--- src/rtl/uer_regs_pkg.sv ---
package uer_regs_pkg;
  localparam int DATA_W   = 8;
  localparam int ADDR_W   = 3;
  localparam int NUM_REGS = 6;
  localparam int DIV_W    = 2 * DATA_W;

  localparam int IDX_EFR = 0;
  localparam int IDX_IER = 1;
  localparam int IDX_FCR = 2;
  localparam int IDX_MCR = 3;
  localparam int IDX_DLO = 4;
  localparam int IDX_DHI = 5;

  localparam int ENH_BIT   = 4;
  localparam int SLEEP_BIT = 4;

  // Bits that only accept writes while the enhanced-enable is set
  function automatic logic [DATA_W-1:0] guard_mask(input int idx);
    case (idx)
      IDX_IER: guard_mask = 8'hF0;
      IDX_FCR: guard_mask = 8'h30;
      IDX_MCR: guard_mask = 8'hE0;
      default: guard_mask = '0;
    endcase
  endfunction

  function automatic logic is_divisor(input int idx);
    is_divisor = (idx == IDX_DLO) || (idx == IDX_DHI);
  endfunction

  // Keep bits set in keep, take the rest from the write byte
  function automatic logic [DATA_W-1:0] merge_keep(input logic [DATA_W-1:0] old_v,
                                                  input logic [DATA_W-1:0] new_v,
                                                  input logic [DATA_W-1:0] keep);
    merge_keep = (old_v & keep) | (new_v & ~keep);
  endfunction
endpackage

--- src/rtl/uer_field_reg.sv ---
module uer_field_reg
  import uer_regs_pkg::*;
#(
  parameter int                W     = DATA_W,
  parameter logic [W-1:0]      GUARD = '0
) (
  input  logic         clk,
  input  logic         rst_n,
  input  logic         we,
  input  logic         lock,
  input  logic         guard_on,
  input  logic [W-1:0] wdata,
  output logic [W-1:0] q
);
  logic [W-1:0] keep_bits;
  logic [W-1:0] q_next;
  logic         write_open;

  assign keep_bits  = lock ? '1 : (guard_on ? GUARD : '0);
  assign write_open = we && !lock && !guard_on;
  assign q_next     = merge_keep(q, wdata, keep_bits);

  always_ff @(posedge clk or negedge rst_n) begin
    if (!rst_n)  q <= '0;
    else if (we) q <= q_next;
  end

  // guarded bits hold, the rest take the write byte
  a_r3_guard_hold: assert property (@(posedge clk) disable iff (!rst_n)
    (we && guard_on && !lock) |=> ((q & GUARD) == ($past(q) & GUARD)) &&
                                  ((q & ~GUARD) == ($past(wdata) & ~GUARD)));

  a_r6_open_write: assert property (@(posedge clk) disable iff (!rst_n)
    write_open |=> (q == $past(wdata)));

  a_r8_lock_hold: assert property (@(posedge clk) disable iff (!rst_n)
    (we && lock) |=> $stable(q));
endmodule

--- src/rtl/uer_rd_mux.sv ---
module uer_rd_mux
  import uer_regs_pkg::*;
#(
  parameter int N  = NUM_REGS,
  parameter int W  = DATA_W,
  parameter int AW = ADDR_W
) (
  input  logic [AW-1:0]  sel,
  input  logic [W-1:0]   regs [N],
  output logic [W-1:0]   dout
);
  always_comb begin
    dout = '0;
    for (int i = 0; i < N; i++)
      if (int'(sel) == i) dout = regs[i];
  end
endmodule

--- src/rtl/uer_reg_bank.sv ---
module uer_reg_bank
  import uer_regs_pkg::*;
(
  input  logic              clk,
  input  logic              rst_n,
  input  logic              wr_en,
  input  logic [ADDR_W-1:0] addr,
  input  logic [DATA_W-1:0] wdata,
  output logic [DATA_W-1:0] rdata,
  output logic [DIV_W-1:0]  divisor,
  output logic              cts_flow_en,
  output logic              rts_flow_en,
  output logic              spec_char_en,
  output logic              enh_en,
  output logic [3:0]        swfc_mode,
  output logic              sleep_en,
  output logic [DATA_W-1:0] ier_q,
  output logic [DATA_W-1:0] fcr_q,
  output logic [DATA_W-1:0] mcr_q
);
  logic [DATA_W-1:0] regs [NUM_REGS];
  logic              enh_now;
  logic              sleep_now;
  logic              addr_mapped;

  assign enh_now     = regs[IDX_EFR][ENH_BIT];
  assign sleep_now   = regs[IDX_IER][SLEEP_BIT];
  assign addr_mapped = int'(addr) < NUM_REGS;

  for (genvar i = 0; i < NUM_REGS; i++) begin : g_reg
    logic we_i;
    logic lock_i;
    assign we_i   = wr_en && (int'(addr) == i);
    assign lock_i = is_divisor(i) && sleep_now;
    uer_field_reg #(.W(DATA_W), .GUARD(guard_mask(i))) u_reg (
      .clk      (clk),
      .rst_n    (rst_n),
      .we       (we_i),
      .lock     (lock_i),
      .guard_on (!enh_now),
      .wdata    (wdata),
      .q        (regs[i])
    );
  end

  uer_rd_mux #(.N(NUM_REGS), .W(DATA_W), .AW(ADDR_W)) u_rd (
    .sel  (addr),
    .regs (regs),
    .dout (rdata)
  );

  assign divisor      = {regs[IDX_DHI], regs[IDX_DLO]};
  assign cts_flow_en  = regs[IDX_EFR][7];
  assign rts_flow_en  = regs[IDX_EFR][6];
  assign spec_char_en = regs[IDX_EFR][5];
  assign enh_en       = enh_now;
  assign swfc_mode    = regs[IDX_EFR][3:0];
  assign sleep_en     = sleep_now;
  assign ier_q        = regs[IDX_IER];
  assign fcr_q        = regs[IDX_FCR];
  assign mcr_q        = regs[IDX_MCR];

  a_r2_efr_load: assert property (@(posedge clk) disable iff (!rst_n)
    (wr_en && addr == ADDR_W'(IDX_EFR)) |=>
      ({cts_flow_en, rts_flow_en, spec_char_en, enh_en, swfc_mode} == $past(wdata)));

  a_r7_div_low: assert property (@(posedge clk) disable iff (!rst_n)
    (wr_en && addr == ADDR_W'(IDX_DLO) && !sleep_en) |=> (divisor[7:0] == $past(wdata)));

  a_r8_div_frozen: assert property (@(posedge clk) disable iff (!rst_n)
    (wr_en && sleep_en && (addr == ADDR_W'(IDX_DLO) || addr == ADDR_W'(IDX_DHI)))
      |=> $stable(divisor));

  a_r9_unmapped_zero: assert property (@(posedge clk) disable iff (!rst_n)
    !addr_mapped |-> (rdata == '0));
endmodule

--- config.mk ---
export PLATFORM = sky130hd
export DESIGN_NAME = uer_reg_bank
export DESIGN_NICKNAME = d
export VERILOG_FILES = /design/src/rtl/uer_regs_pkg.sv /design/src/rtl/uer_field_reg.sv /design/src/rtl/uer_rd_mux.sv /design/src/rtl/uer_reg_bank.sv
export SDC_FILE = /design/constraint.sdc
export NUM_CORES = 1
export LEC_CHECK = 0
export ABC_CLOCK_PERIOD_IN_PS = 1800
export BUFFER_PORTS_ARGS = -buffer_cell sky130_fd_sc_hd__buf_4
export CAP_MARGIN = 20
export CORE_MARGIN = 5
export CORE_UTILIZATION = 49
export CTS_CLUSTER_SIZE = 10
export DETAILED_ROUTE_END_ITERATION = 8
export GPL_ROUTABILITY_DRIVEN = 0
export GPL_TIMING_DRIVEN = 1
export PLACE_DENSITY = 0.77
export SYNTH_ARGS = -nofsm -noshare
export SYNTH_HDL_FRONTEND = slang
export SYNTH_SLANG_ARGS = --single-unit
--- constraint.sdc ---
create_clock -name clk -period 1.8 [get_ports clk]
set_clock_uncertainty 0.15 [all_clocks]
set_input_delay 0.27 -clock clk [delete_from_list [all_inputs] [get_ports clk]]
set_output_delay 0.27 -clock clk [all_outputs]
set_load 0.05 [all_outputs]
==> summary.md, run 1 <==
| Metric | Value |
|---|---|
| Data required time of the critical path | `1380 ps` |
| Total congestion overflow after global routing | `0` |
| Final Hold Viols | `0` |
| Sink Count | `48` |
| Area delta synth->final | `48.23%` |
| Number of top-level pins | `71` |
| Placed Cells | `293` |
| Share of the yosys chip area belonging to registers | `0.5232` |
| Total number of vias | `1707` |
| Design Area, Final | `3403 um^2` |
| Top Family by Delay on Critical Path | `flip-flops` |
| Clock-pin slew of the registers on the worst-case setup and hold paths | `80 ps` |
| Highest fanout seen on the critical path | `2` |
| Initial detailed-routing violation count | `71` |
| Net count after synthesis | `173` |
| Floorplan Core Area | `4629 um^2` |
| Worst-margin pin slew | `596.8 ps` |
| Ratio of routed vias to standard cells | `5.419` |
| Total Wirelength | `5945 um` |
| Unrepaired setup endpoints after global routing | `yes` |
| Count of buffers from port buffering | `70` |
| Core Rows | `25` |
| Routed length per instance | `18.87 um` |
| Mean post-synth cell area | `14.44 um^2` |
| Number of slew-limit violations in the final report | `0` |
| Sum of buffers and inverters on the critical path | `1` |
| CP Launch Type | `flop` |
| Cell Chain, Critical Path | `mux2_2, a211o_1, buf_6` |
| Placed cell areas | `3166 um^2` |
| Clock tree buffer depth | `2` |
| Fmax achieved | `558.2 MHz` |
| Static leakage power | `1.569 nW` |
| Final layout net count | `274` |
| Clock tree from TritonCTS | `yes` |
| Overall die area | `6154 um^2` |
| R2R setup slack | `50 ps` |
| Pin count of the biggest net entering global routing | `49` |
| CP max stage delay | `380 ps` |
| Post-synthesis cell count | `159` |
| Via count of the first global-routing pass | `1837` |
| Post-synthesis register bit count | `48` |
| Antenna violations before repair | `0` |
| Remaining max-slew budget at the tightest pin | `0.6022` |
| Count of warnings emitted by yosys | `0` |
| Start-to-end type of the worst setup path | `flop to output pin` |
| Total global routing track utilization | `0.2016` |
| Starting utilization of the core area | `0.4959` |
| Maximum level of the CTS H-tree | `2` |
| Global-route wire length before repair | `9549 um` |
| Antenna cell count | `0` |
| Post-layout instance count excluding filler cells | `315` |
| Pwr per Cell Area | `1376 nW/um^2` |
| Y dimension of the die | `78.45 um` |
| Number of clock buffers inserted by TritonCTS | `5` |
| Ratio of cells with drive above 1 in the final layout | `0.7663` |
| Maximum vdd drop | `0.0008350 V` |
| Final critical delay including setup and external delays | `1791 ps` |
| Final ANT Viol Nets | `0` |
| MaxCap Viol Count | `0` |
| Remaining routing DRC violations | `0` |
| Crit share post-route | `0.9952` |
| Clock Latency Late Sink | `300 ps` |
| Clk Tree Root Cell | `sky130_fd_sc_hd__clkbuf_8` |
| Slowest stage cell on the critical path | `sky130_fd_sc_hd__dfrtp_1` |
| Count of endpoints failing setup in the final report | `0` |
| Initial DRT Pass Iterations | `4` |
| Hold/Removal Path Class | `input pin to flop` |
| Element type at the critical path end | `output pin` |
| Count of unique library cells instantiated by Yosys | `21` |
| Crit path arrival time | `1370 ps` |
| DP Wirelength | `4434 um` |
| Tot Pwr | `0.004682 W` |
| Chip Width | `78.45 um` |
| Status | `complete, no violations` |
| Post-synthesis cell area | `2296 um^2` |
==> cells in the mapped netlist <==
| library cell | instances | area (um^2) |
|---|---|---|
| sky130_fd_sc_hd__dfrtp_1 | 48 | 1201 |
| sky130_fd_sc_hd__mux2_2 | 48 | 540.5 |
| sky130_fd_sc_hd__mux2i_1 | 23 | 230.2 |
| sky130_fd_sc_hd__a221oi_1 | 7 | 61.31 |
| sky130_fd_sc_hd__o21a_1 | 7 | 52.55 |
| sky130_fd_sc_hd__buf_4 | 4 | 30.03 |
| sky130_fd_sc_hd__nand2_1 | 3 | 11.26 |
| sky130_fd_sc_hd__nor3b_1 | 3 | 22.52 |
| sky130_fd_sc_hd__and4bb_2 | 2 | 25.02 |
| sky130_fd_sc_hd__buf_2 | 2 | 10.01 |
| sky130_fd_sc_hd__clkbuf_1 | 2 | 7.510 |
| sky130_fd_sc_hd__a211o_1 | 1 | 8.760 |
| sky130_fd_sc_hd__and3_1 | 1 | 6.260 |
| sky130_fd_sc_hd__buf_6 | 1 | 11.26 |
| sky130_fd_sc_hd__inv_1 | 1 | 3.750 |
| sky130_fd_sc_hd__nand3b_2 | 1 | 11.26 |
| sky130_fd_sc_hd__nand4b_4 | 1 | 23.77 |
| sky130_fd_sc_hd__nor2_1 | 1 | 3.750 |
| sky130_fd_sc_hd__nor4b_4 | 1 | 23.77 |
| sky130_fd_sc_hd__o21ai_0 | 1 | 5.000 |
| sky130_fd_sc_hd__or2_1 | 1 | 6.260 |
==> stage by stage <==
stage            util  TNS (ps)  hold WS [ps]  setup WS, ps
2_1_floorplan       -    -64.97        -175.6        -64.97
3_3_place_gp   0.6838         0         155.5         38.63
3_5_place_dp   0.6838         0         163.7         11.44
4_1_cts        0.7173    -9.564         82.54        -9.564
5_1_grt        0.7351    -186.3         82.50        -59.32
6_report       0.7351         0         90.80         8.662
==> worst paths after layout <==
| kind | startpoint | cells past startpoint | end |
|---|---|---|---|
| max | g_reg[0].u_reg.q[3] | 3 | rdata[3] |
| min | wdata[5] | 2 | g_reg[0].u_reg.q[5] |
| max reg2reg | flop | 4 | flop |
| min reg2reg | flop | 1 | flop |
| max in group asynchronous | rst_n | 2 | g_reg[0].u_reg.q[0] |
| min in group asynchronous | rst_n | 2 | g_reg[0].u_reg.q[1] |
==> worst reg2reg max path, delay by kind of cell (launching register included) <==
family                 cells  cell delay (ps)
flip-flops                 1              440
buffers and inverters      1              170
multiplexers               1              350
AND/OR/NAND/NOR            2              530
==> per-layer routing <==
layer	global-route usage	vias to the layer above	share of wire
met5	0	-	0
met4	0.05944	0	0.011
met3	0.04931	7	0.042
met2	0.3476	41	0.52
met1	0.2504	863	0.42
li1	-	796	-
==> where the power goes <==
part           switching, W  internal [W]
Clock              0.000342      0.000351
Combinational       0.00154      0.000877
Sequential         0.000201       0.00137
==> layout by cell type, fill, tap and decap left out, drive strengths merged <==
cell type    instances
nor4b                1
nand4b               1
a221oi               7
clkbuf               8
o21a                 7
nand2                3
a211o                1
dlygate4sd3          1
and4bb               2
nor2                 1
mux2i               23
nor3b                3
inv                  1
or2                  1
o21ai                1
mux2                48
nand3b               1
and3                 1
dfrtp               48
buf                102
==> cell families (layout without fill, tap and decap cells) <==
| kind of cell | after synthesis | after routing | share of synthesized area |
|---|---|---|---|
| AOI/OAI and AO/OA | 16 | 16 | 0.05558 |
| buffers and inverters | 10 | 112 | 0.02725 |
| DFF | 48 | 48 | 0.5232 |
| muxes | 71 | 71 | 0.3357 |
| and+or+nand+nor | 14 | 14 | 0.05831 |
==> timing repair <==
| action | CTS | global route |
|---|---|---|
| hold endpoints to repair | 48 | 0 |
| endpoints found under the setup margin | 6 | 10 |
| setup buffers | 3 | 10 |
| gates resized for setup | 6 | 2 |
| hold buffers | 1 | 0 |
| pin swaps | 1 | 1 |
==> cell type report <==
| class | instances | area (um^2) |
|---|---|---|
| Sequential cell | 48 | 1239 |
| Tap cell | 54 | 67.56 |
| Multi-Input combinational cell | 101 | 1162 |
| Timing Repair Buffer | 103 | 830.8 |
| Fill cell | 309 | 1226 |
| Clock buffer | 8 | 100.1 |
| Inverter | 1 | 3.754 |
(Power assumes the default switching activity.)
==> run 2, diff against run 1 <==
CORE_UTILIZATION = 45   (was 49)
PLACE_DENSITY = 0.72   (was 0.77)
==> run 2 against run 1 <==
Effect of this change: the flow now finishes with violations (negative setup slack); critical path depth stayed put; maximum frequency is 2.2% lower; setup slack worse by 40 ps; critical endpoint unchanged; cell count is 4.1% higher; sequential share of layout area is 0.25 points lower; highest routed layer unchanged; count of clock-buffer cells in the layout is 2 lower; largest cell class unchanged.
==> summary.md, run 2 (synthesis gave the netlist of run 1 again) <==
| Metric | Value |
|---|---|
| R2R setup slack | `20 ps (-30 ps)` |
| Max Used Layer | `met4` |
| Routed length per instance | `18.32 um (-2.9%)` |
| Count of buffers from port buffering | `70 (unchanged)` |
| Detail Route met2 WL | `3105 um (about the same)` |
| Cell Chain, Critical Path | `mux2_4, a211o_1, buf_6` |
| Chip Width | `81.43 um (+3.8%)` |
| Status | `complete, but fails checks` |
| DP Wirelength | `4375 um (-1.3%)` |
| Ratio of cells with drive above 1 in the final layout | `0.7674 (+0.001158)` |
| Via count of the first global-routing pass | `1786 (-2.8%)` |
| Post-layout utilization of the core | `0.6797 (-0.05548)` |
| MaxCap Viol Count | `0 (unchanged)` |
| Static leakage power | `1.559 nW (-0.66%)` |
| Final Hold Viols | `0 (unchanged)` |
| Remaining max-slew budget at the tightest pin | `0.6058 (+0.003681)` |
| Floorplan Core Area | `5042 um^2 (+8.9%)` |
| Fmax achieved | `546.1 MHz (-2.2%)` |
| Maximum vdd drop | `0.0009195 V (+10%)` |
| Overall die area | `6631 um^2 (+7.7%)` |
| Global-route wire length before repair | `9453 um (-1.0%)` |
| Remaining routing DRC violations | `0 (unchanged)` |
| Final critical delay including setup and external delays | `1831 ps (+39.82 ps)` |
| Highest fanout seen on the critical path | `2 (unchanged)` |
| Min setup slack post-route | `-31.16 ps (-39.82 ps)` |
| Start-to-end type of the worst setup path | `flop to output pin` |
| Antenna cell count | `0 (unchanged)` |
| Total congestion overflow after global routing | `0 (unchanged)` |
| CP Launch Type | `flop` |
| Number of top-level pins | `71 (unchanged)` |
| Initial DRT Pass Iterations | `4 (unchanged)` |
| Total area of multi-input combinational cells | `1166 um^2 (+0.32%)` |
| Number of clock buffers inserted by TritonCTS | `5 (unchanged)` |
| Core Rows | `26 (+4.0%)` |
| R2R cell count | `4 (unchanged)` |
| Total number of vias | `1704 (-0.18%)` |
| Most common cell after layout, fill and taps aside | `sky130_fd_sc_hd__buf_4` |
| Data required time of the critical path | `1380 ps (about the same)` |
| Fillers | `368 (+19%)` |
| Clock tree from TritonCTS | `yes` |
| Post-layout instance count excluding filler cells | `328 (+4.1%)` |
| Clk Tree Root Cell | `sky130_fd_sc_hd__clkbuf_8` |
| Register area | `1239 um^2 (unchanged)` |
| Hold path start | `wdata[4]` |
| Worst-margin pin slew | `591.2 ps (-5.522 ps)` |
| Placed Cells | `304 (+3.8%)` |
| Ratio of routed vias to standard cells | `5.195 (-4.1%)` |
| Unrepaired setup endpoints after global routing | `yes` |
| Count of endpoints failing setup in the final report | `1 (+1)` |
| Hold path cells | `3 (+1)` |
| Crit path arrival time | `1410 ps (+40 ps)` |
| Sum of buffers and inverters on the critical path | `1 (unchanged)` |
| Element type at the critical path end | `output pin` |
| Final layout net count | `271 (-1.1%)` |
| Sum of met3 wire segment lengths after detailed routing | `291 um (+15%)` |
| Wire length on met1 | `2528 um (+0.20%)` |
| Slowest stage cell on the critical path | `sky130_fd_sc_hd__dfrtp_1` |
| Worst min-delay path endpoint | `g_reg[0].u_reg.q[4]` |
| Most frequent cells in the layout | `sky130_fd_sc_hd__buf_4, sky130_fd_sc_hd__mux2_2, sky130_fd_sc_hd__dfrtp_2` |
| Clock-pin slew of the registers on the worst-case setup and hold paths | `90 ps (about the same)` |
| Total Wirelength | `6010 um (+1.1%)` |
| Total global routing track utilization | `0.1918 (-0.009782)` |
| Clock tree buffer depth | `2 (unchanged)` |
| Sink Count | `48 (unchanged)` |
| Top Family by Delay on Critical Path | `flip-flops` |
| CP max stage delay | `390 ps (about the same)` |
| Failing checks | `negative setup slack` |
| Initial detailed-routing violation count | `56 (-21%)` |
| Antenna violations before repair | `0 (unchanged)` |
| Y dimension of the die | `81.43 um (+3.8%)` |
| Clock Latency Late Sink | `290 ps (about the same)` |
| Pin count of the biggest net entering global routing | `49 (unchanged)` |
| Final ANT Viol Nets | `0 (unchanged)` |
| Hold/Removal Path Class | `input pin to flop` |
| Pwr per Cell Area | `1368 nW/um^2 (-0.58%)` |
| Maximum level of the CTS H-tree | `2 (unchanged)` |
| Area delta synth->final | `49.26%` |
| Crit share post-route | `1.017 (+0.02212)` |
| Worst setup slack before clock tree synthesis | `30.18 ps (+18.74 ps)` |
| Starting utilization of the core area | `0.4553 (-0.04061)` |
| Number of slew-limit violations in the final report | `0 (unchanged)` |
[run 2: changes by cell type in the layout (fill, tap and decap cells not counted)]
cell	previous run	this run
sky130_fd_sc_hd__buf_4	92	87
sky130_fd_sc_hd__buf_12	2	4
sky130_fd_sc_hd__clkinvlp_4	0	2
sky130_fd_sc_hd__clkbuf_1	1	0
sky130_fd_sc_hd__clkbuf_8	7	6
sky130_fd_sc_hd__mux2_2	48	47
sky130_fd_sc_hd__mux2_4	0	1
[run 2: repair_timing]
action                                  CTS  global route
cloned                                    0             0
pin swaps                                 1             1
hold endpoints to repair                 48             0
hold buffers                              1             0
endpoints found under the setup margin    5            13
gates resized for setup                   6             3
buffers inserted                          3            12
[run 2: worst max path at each step]
| stage | from | end | cells past startpoint |
|---|---|---|---|
| floorplan | flop | rdata[1] | 3 |
| global placement | addr[0] | flop | 5 |
| detailed placement | addr[2] | flop | 5 |
| CTS | g_reg[1].u_reg.q[3] | rdata[3] | 3 |
| global route | g_reg[1].u_reg.q[3] | rdata[3] | 3 |
| finish | g_reg[0].u_reg.q[3] | rdata[3] | 3 |
[run 2: power by group]
| part | switching, W | internal, W |
|---|---|---|
| Sequential | 0.000203 | 0.00137 |
| Combinational | 0.00155 | 0.000897 |
| Clock | 0.000357 | 0.000311 |
| Total | 0.00211 | 0.00258 |
[run 2: metrics by stage]
step / TNS, ps / area, um^2 / hold WS [ps] / total power, W
finish: -31.16 / 3427 / 78.31 / 0.004688
global route: -354.1 / 3427 / 79.88 / 0.004911
CTS: -16.77 / 3326 / 68.06 / 0.004602
detailed placement: 0 / 3173 / 171.8 / 0.003888
global placement: 0 / 3173 / 158.5 / 0.003837
floorplan: -64.97 / 2485 / -175.6 / 0.003174
[run 2: worst register-to-register path: cells and delay by family (launching register included)]
family	cells	cell delay (ps)
AND/OR/NAND/NOR	2	570
flip-flops	1	450
multiplexers	1	340
buffers and inverters	1	170
[run 2: area by class of cell]
class,count,area share
clock buffers,6,0.02410
clock inverters,2,0.004381
inverters,1,0.001095
repair buffers,100,0.2432
multi-input cells,101,0.3403
flip-flops and latches,48,0.3614
well taps,70,0.02556
[run 2: routing by layer]
metal,GRT usage,vias to the layer above
met5,0,-
met4,0.06419,0
met3,0.03728,9
met2,0.3265,47
met1,0.2443,863
li1,-,785
